--- src/rtl/cdfifo_pkg.sv ---
package cdfifo_pkg;
  typedef logic [7:0] byte_t;

  typedef enum logic [1:0] {
    OP_IDLE,
    OP_FLUSH,
    OP_STATUS,
    OP_ACCESS
  } op_e;
endpackage

--- src/rtl/cdfifo_cmd_buf.sv ---
module cdfifo_cmd_buf
  import cdfifo_pkg::*;
#(
  parameter int CMD_DEPTH = 32,
  localparam int LW = $clog2(CMD_DEPTH + 1),
  localparam int AW = $clog2(CMD_DEPTH)
) (
  input  logic          clk_i,
  input  logic          rst_ni,
  input  logic          clr_i,
  input  logic          push_i,
  input  byte_t         push_data_i,
  input  logic [AW-1:0] rd_addr_i,
  output byte_t         rd_data_o,
  output logic [LW-1:0] len_o,
  output logic          drop_o
);
  localparam logic [LW-1:0] FULL = LW'(CMD_DEPTH);

  byte_t         mem_q [CMD_DEPTH];
  logic [LW-1:0] len_q;
  logic          push_ok;

  assign push_ok   = push_i && (len_q != FULL);
  assign drop_o    = push_i && (len_q == FULL);
  assign len_o     = len_q;
  assign rd_data_o = mem_q[rd_addr_i];

  always_ff @(posedge clk_i or negedge rst_ni) begin
    if (!rst_ni) begin
      len_q <= '0;
    end else if (clr_i) begin
      len_q <= '0;
    end else if (push_ok) begin
      len_q <= len_q + LW'(1);
    end
  end

  always_ff @(posedge clk_i or negedge rst_ni) begin
    if (!rst_ni) begin
      for (int i = 0; i < CMD_DEPTH; i++) mem_q[i] <= '0;
    end else if (push_ok && !clr_i) begin
      mem_q[len_q[AW-1:0]] <= push_data_i;
    end
  end
endmodule

--- src/rtl/cdfifo_data_buf.sv ---
module cdfifo_data_buf
  import cdfifo_pkg::*;
#(
  parameter int DEPTH = 16,
  localparam int PW = $clog2(DEPTH),
  localparam int SW = PW + 2
) (
  input  logic                 clk_i,
  input  logic                 rst_ni,
  input  logic                 clr_i,
  input  logic                 stat_i,
  input  byte_t                stat_byte_i,
  input  logic                 wr_i,
  input  byte_t                wdata_i,
  input  logic                 rd_i,
  input  logic                 rd_zero_i,
  output byte_t                rdata_o,
  output logic [PW-1:0]        wr_ptr_o,
  output logic [PW-1:0]        rd_ptr_o,
  output logic signed [SW-1:0] size_o,
  output logic [PW-1:0]        flags_o,
  output logic                 drop_o
);
  localparam logic [PW-1:0] LAST = PW'(DEPTH - 1);

  byte_t                mem_q [DEPTH];
  byte_t                rdata_q;
  logic [PW-1:0]        wr_q, rd_q, wr_nxt, rd_nxt;
  logic signed [SW-1:0] size_q, size_nxt;
  logic                 wr_ok, pop;

  always_comb begin
    wr_ok    = wr_i && (wr_q != LAST);
    drop_o   = wr_i && (wr_q == LAST);
    pop      = rd_i && !rd_zero_i && (rd_q < wr_q);
    wr_nxt   = wr_q + {{(PW-1){1'b0}}, wr_ok};
    rd_nxt   = rd_q + {{(PW-1){1'b0}}, pop};
    size_nxt = size_q + $signed({{(SW-1){1'b0}}, wr_ok})
                      - $signed({{(SW-1){1'b0}}, pop});
  end

  always_ff @(posedge clk_i or negedge rst_ni) begin
    if (!rst_ni) begin
      wr_q    <= '0;
      rd_q    <= '0;
      size_q  <= '0;
      rdata_q <= '0;
    end else if (clr_i) begin
      wr_q   <= '0;
      rd_q   <= '0;
      size_q <= '0;
    end else if (stat_i) begin
      wr_q   <= PW'(2);
      rd_q   <= '0;
      size_q <= SW'(2);
    end else begin
      size_q <= size_nxt;
      if (rd_i && rd_zero_i) rdata_q <= '0;
      else if (pop)          rdata_q <= mem_q[rd_q];
      // rewind once the reader catches the writer
      if (rd_i && (rd_nxt == wr_nxt)) begin
        wr_q <= '0;
        rd_q <= '0;
      end else begin
        wr_q <= wr_nxt;
        rd_q <= rd_nxt;
      end
    end
  end

  always_ff @(posedge clk_i or negedge rst_ni) begin
    if (!rst_ni) begin
      for (int i = 0; i < DEPTH; i++) mem_q[i] <= '0;
    end else if (!clr_i) begin
      if (stat_i) begin
        mem_q[0] <= stat_byte_i;
        mem_q[1] <= '0;
      end else if (wr_ok) begin
        mem_q[wr_q] <= wdata_i;
      end
    end
  end

  assign rdata_o  = rdata_q;
  assign wr_ptr_o = wr_q;
  assign rd_ptr_o = rd_q;
  assign size_o   = size_q;
  assign flags_o  = wr_q - rd_q;
endmodule

--- src/rtl/cdfifo_top.sv ---
module cdfifo_top
  import cdfifo_pkg::*;
#(
  parameter int DATA_DEPTH = 16,
  parameter int CMD_DEPTH  = 32,
  parameter int PHASE_W    = 3,
  localparam int PW  = $clog2(DATA_DEPTH),
  localparam int SW  = PW + 2,
  localparam int LW  = $clog2(CMD_DEPTH + 1),
  localparam int CAW = $clog2(CMD_DEPTH)
) (
  input  logic                 clk_i,
  input  logic                 rst_ni,
  input  logic                 fifo_wr_i,
  input  logic [7:0]           fifo_wdata_i,
  input  logic                 fifo_rd_i,
  output logic [7:0]           fifo_rdata_o,
  input  logic                 cmd_collect_i,
  input  logic [PHASE_W-1:0]   phase_i,
  input  logic                 flush_i,
  input  logic                 status_load_i,
  input  logic [7:0]           status_byte_i,
  output logic [PW-1:0]        fifo_flags_o,
  output logic signed [SW-1:0] xfer_size_o,
  output logic [LW-1:0]        cmd_len_o,
  input  logic [CAW-1:0]       cmd_rd_addr_i,
  output logic [7:0]           cmd_rd_data_o,
  output logic                 overrun_o
);
  op_e           op;
  logic          cmd_push, data_wr, data_rd;
  logic          cmd_drop, data_drop;
  logic          overrun_q;
  logic [PW-1:0] wr_ptr, rd_ptr;

  // flush beats status load beats host access
  always_comb begin
    if (flush_i)                     op = OP_FLUSH;
    else if (status_load_i)          op = OP_STATUS;
    else if (fifo_wr_i || fifo_rd_i) op = OP_ACCESS;
    else                             op = OP_IDLE;
  end

  assign cmd_push = (op == OP_ACCESS) && fifo_wr_i && cmd_collect_i;
  assign data_wr  = (op == OP_ACCESS) && fifo_wr_i && !cmd_collect_i;
  assign data_rd  = (op == OP_ACCESS) && fifo_rd_i;

  cdfifo_cmd_buf #(.CMD_DEPTH(CMD_DEPTH)) u_cmd (
    .clk_i       (clk_i),
    .rst_ni      (rst_ni),
    .clr_i       (op == OP_FLUSH),
    .push_i      (cmd_push),
    .push_data_i (fifo_wdata_i),
    .rd_addr_i   (cmd_rd_addr_i),
    .rd_data_o   (cmd_rd_data_o),
    .len_o       (cmd_len_o),
    .drop_o      (cmd_drop)
  );

  cdfifo_data_buf #(.DEPTH(DATA_DEPTH)) u_data (
    .clk_i       (clk_i),
    .rst_ni      (rst_ni),
    .clr_i       (op == OP_FLUSH),
    .stat_i      (op == OP_STATUS),
    .stat_byte_i (status_byte_i),
    .wr_i        (data_wr),
    .wdata_i     (fifo_wdata_i),
    .rd_i        (data_rd),
    .rd_zero_i   (phase_i == '0),
    .rdata_o     (fifo_rdata_o),
    .wr_ptr_o    (wr_ptr),
    .rd_ptr_o    (rd_ptr),
    .size_o      (xfer_size_o),
    .flags_o     (fifo_flags_o),
    .drop_o      (data_drop)
  );

  always_ff @(posedge clk_i or negedge rst_ni) begin
    if (!rst_ni)                    overrun_q <= 1'b0;
    else if (op == OP_FLUSH)        overrun_q <= 1'b0;
    else if (cmd_drop || data_drop) overrun_q <= 1'b1;
  end

  assign overrun_o = overrun_q;
endmodule

--- config.mk ---
export PLATFORM = sky130hd
export DESIGN_NAME = cdfifo_top
export DESIGN_NICKNAME = d
export VERILOG_FILES = /design/src/rtl/cdfifo_pkg.sv /design/src/rtl/cdfifo_cmd_buf.sv /design/src/rtl/cdfifo_data_buf.sv /design/src/rtl/cdfifo_top.sv
export SDC_FILE = /design/constraint.sdc
export NUM_CORES = 1
export LEC_CHECK = 0
export ABC_AREA = 1
export BUFFER_PORTS_ARGS = -buffer_cell sky130_fd_sc_hd__buf_2
export CAP_MARGIN = 20
export CORE_MARGIN = 2
export CORE_UTILIZATION = 25
export CTS_BUF_LIST = sky130_fd_sc_hd__clkbuf_2
export DETAILED_ROUTE_END_ITERATION = 10
export PLACE_DENSITY = 0.4
export SLEW_MARGIN = 25
export SYNTH_ARGS = -nofsm -noshare
export SYNTH_HDL_FRONTEND = slang
export SYNTH_SLANG_ARGS = --single-unit
--- constraint.sdc ---
create_clock -name clk_i -period 3.8 [get_ports clk_i]
set_input_delay 0.19 -clock clk_i [delete_from_list [all_inputs] [get_ports clk_i]]
set_output_delay 0.19 -clock clk_i [all_outputs]
set_load 0.03 [all_outputs]
==> qor.csv <==
stage,metric,value,unit
routing,1st-iter DRT viols,1235,
place,Placement Cell Area,20700,µm²
synth,Syn Inst Count,2444,
synth,post-synthesis sequential area ratio,52.8,%
worst_setup_path,Critical Path Fanout Max,13,
routing,DR WL/cell,17.8,µm
cells_and_area,Layout Utilization,29.0,%
cells_and_area,area occupied by multi-input gates,8140,µm²
synth,"Warnings, synthesis",0,
worst_setup_path,r2r setup slk,0.33,ns
cts,CTS root buffer,clkbuf_2,
die,row count,102,
routing,DR vias,17000,
flow_run,Max Cap Viol,0,
die,die area,80500,µm²
sta,crit share post-route,94.7,%
cells_and_area,most frequent cells in the layout,"nand2_1, dfrtp_1, o21ai_0",
power_and_ir_drop,Max rail drop VDD,0.198,mV
worst_setup_path,CP required,4.82,ns
worst_setup_path,Setup crit start,flush_i,
cells_and_area,fin area,22500,µm²
worst_setup_path,CP Launch Type,input pin,
cells_and_area,# fillers,8553,
worst_setup_path,CP endpoint kind,flip-flop,
cts,cts repair resizes,0,
status,status,"finished, final reports clean",
cells_and_area,Area Growth Syn to Fin,14.9,%
die,Die H,284,µm
worst_setup_path,WP data arrival,4.61,ns
min_path,end of the worst hold path,u_data.wr_ptr_o[1],
synth,Syn Nets,2495,
worst_setup_path,Slowest Stage Delay on Critical Path,0.82,ns
cts,Num CTS Buffers,112,
cts,CTS sink cnt,413,
worst_setup_path,worst-path cell chain,dlygate4sd3_1 -> buf_2 -> dlygate4sd3_1 -> nor2_4 -> nand3_4 -> dlygate4sd3_1 -> nor2_1 -> buf_4 -> ha_1 -> inv_1 -> fa_1 -> a21oi_1 -> dlygate4sd3_1,
worst_setup_path,critical path class,in -> reg,
synth,Cell variety after synth,36,
sta,clk_skew,0.0823,ns
worst_setup_path,CP most frequent cell,dlygate4sd3_1,
global_route,vias in the first global route,17000,
sta,final setup fails,0,
routing,DRC errors left,0,
worst_setup_path,R2R depth,13,
worst_setup_path,r2r endpoint,u_data.size_o[1],
cts,htree depth,3,
cells_and_area,NumNets Final,2612,
die,core footprint,77500,µm²
cells_and_area,"commonest non-fill, non-tap cell in the layout",nand2_1,
cells_and_area,final cell count without fillers,3687,
die,initial core utilization,25.3,%
routing,Vias/cell,4.62,
routing,DRT antenna net count,0,
global_route,GR Util All Layers,16.4,%
sta,setup TNS,0,ns
die,num ports,64,
worst_setup_path,highest-delay cell along the critical path,dlygate4sd3_1,
sta,FMAX,0.278,GHz
place,port bufs,63,
routing,Initial DRT Pass Iterations,5,
cts,Longest Clk Path Bufs,3,
cts,CTS tree,done,
synth,register bit total from synthesis,413,
sta,pins over their slew limit,0,
die,die span in x,284,µm
place,DP Cell Count,3413,
routing,Post-Route WL,65.7,mm
global_route,first-pass GRT wire length,103,mm
sta,slew margin rel.,36.9,%
place,DPL Wire Length,38.8,mm
sta,Worst Max-Slew Pin Slew,0.940,ns
cells_and_area,share of cells above drive strength 1,11.7,%
power_and_ir_drop,P per Cell Area,386,nW/µm²
cts,"CTS clk-pin slew, worst paths",0.09,ns
min_path,HP Start,fifo_rd_i,
global_route,largest net degree at the start of global routing,107,
cts,Clock Latency Late Sink,1.15,ns
min_path,class of the worst hold path,in -> reg,
synth,mean post-synth cell area,8.01,µm²
sta,final hold violations,0,
min_path,hold path depth,9,
cells_and_area,Reg area,10300,µm²
place,gpl congestion,0.792,
global_route,gr ovfl total,0,
worst_setup_path,worst flop-to-flop path startpoint,u_data.rd_ptr_o[1],
sta,min cycle time layout,3.60,ns
synth,mapped cell area,19600,µm²
power_and_ir_drop,power consumption,8690,µW
power_and_ir_drop,leakage power,0.0104,µW
global_route,initial antenna violation count,4,
sta,RSZ-0062 raised after global routing,false,
## what timing repair did
| action | CTS | global route |
|---|---|---|
| hold buffers | 70 | 0 |
| buffers inserted | 0 | 4 |
| hold endpoints to repair | 805 | 0 |
| endpoints found under the setup margin | 0 | 2 |
## cell usage after synthesis (all sizes together)
cell type,n,share of area [%]
xor2,8,0.36
fa,2,0.20
ha,18,1.2
a211oi,1,0.038
buf,64,2.1
a31oi,1,0.032
nand2,923,18
inv,78,1.5
dfrtp,413,53
clkinv,3,0.058
clkbuf,102,2.0
xnor2,5,0.22
a2bb2oi,1,0.045
nand4,4,0.20
o21ai,352,9.0
nor3,4,0.20
nand3,333,8.9
nor2,74,1.6
o211ai,3,0.12
nor4,4,0.36
a21oi,51,1.3
## metrics by stage
stage / worst slack (ns) / hold slack (ns)
3_5_place_dp: 0.496 / 0.360
4_1_cts: 0.224 / 0.00105
2_1_floorplan: 0.435 / -0.106
3_3_place_gp: 0.476 / 0.362
5_1_grt: 0.0670 / 0.0193
6_report: 0.201 / 0.149
## routing by layer
layer,track usage [%],up-vias,wire length (µm)
met2,25.9,430,30100
li1,-,8285,-
met4,4.66,0,1420
met3,2.90,107,3050
met1,22.8,8224,31100
met5,0,-,0
## report_power, final
group / total (µW) / internal [µW] / switching [µW]
clock network: 3190 / 1240 / 1940
registers: 4570 / 4500 / 61.9
logic: 931 / 275 / 656
## how the worst max path moves through the flow
stage	endpoint	slack [ns]	cells past startpoint
floorplan	u_data.size_o[4]	0.43	19
global placement	u_data.size_o[4]	0.48	17
detailed placement	u_data.size_o[4]	0.50	17
CTS	u_data.mem_q[106]	0.22	11
global route	u_data.size_o[1]	0.07	13
finish	u_data.size_o[1]	0.20	13
## sequential cells by signal, summed over array words and instances (netlist names)
| register | flops |
|---|---|
| u_data.wr_ptr_o | 4 |
| u_data.size_o | 6 |
| u_cmd.len_o | 6 |
| u_data.mem_q | 128 |
| u_cmd.mem_q | 256 |
| overrun_o | 1 |
| u_data.rdata_o | 8 |
| u_data.rd_ptr_o | 4 |
## critical path, delay by kind of cell
kind / cells / cell delay [ns]
AO/OA/AOI/OAI: 1 / 0.06
AND/OR/NAND/NOR: 3 / 0.63
adder cells (fa/ha/maj): 2 / 0.71
buffers and inverters: 7 / 3.03
## cell type report
| class | instances | share of cell area (%) |
|---|---|---|
| flip-flops and latches | 413 | 46.0 |
| multi-input cells | 1784 | 36.2 |
| repair buffers | 169 | 6.24 |
| well taps | 1040 | 5.79 |
| clock buffers | 171 | 3.81 |
| inverters | 81 | 1.40 |
| clock inverters | 25 | 0.534 |
| diodes | 4 | 0.0445 |
## kinds of logic after synthesis
logic type / share of synthesized area, %
AND/OR/NAND/NOR: 29.0
flip-flops: 52.8
AO/OA/AOI/OAI: 10.6
buffers and inverters: 5.66
adder cells (fa/ha/maj): 1.36
XOR/XNOR: 0.582
No activity file was read; power rests on OpenSTA's default activity.
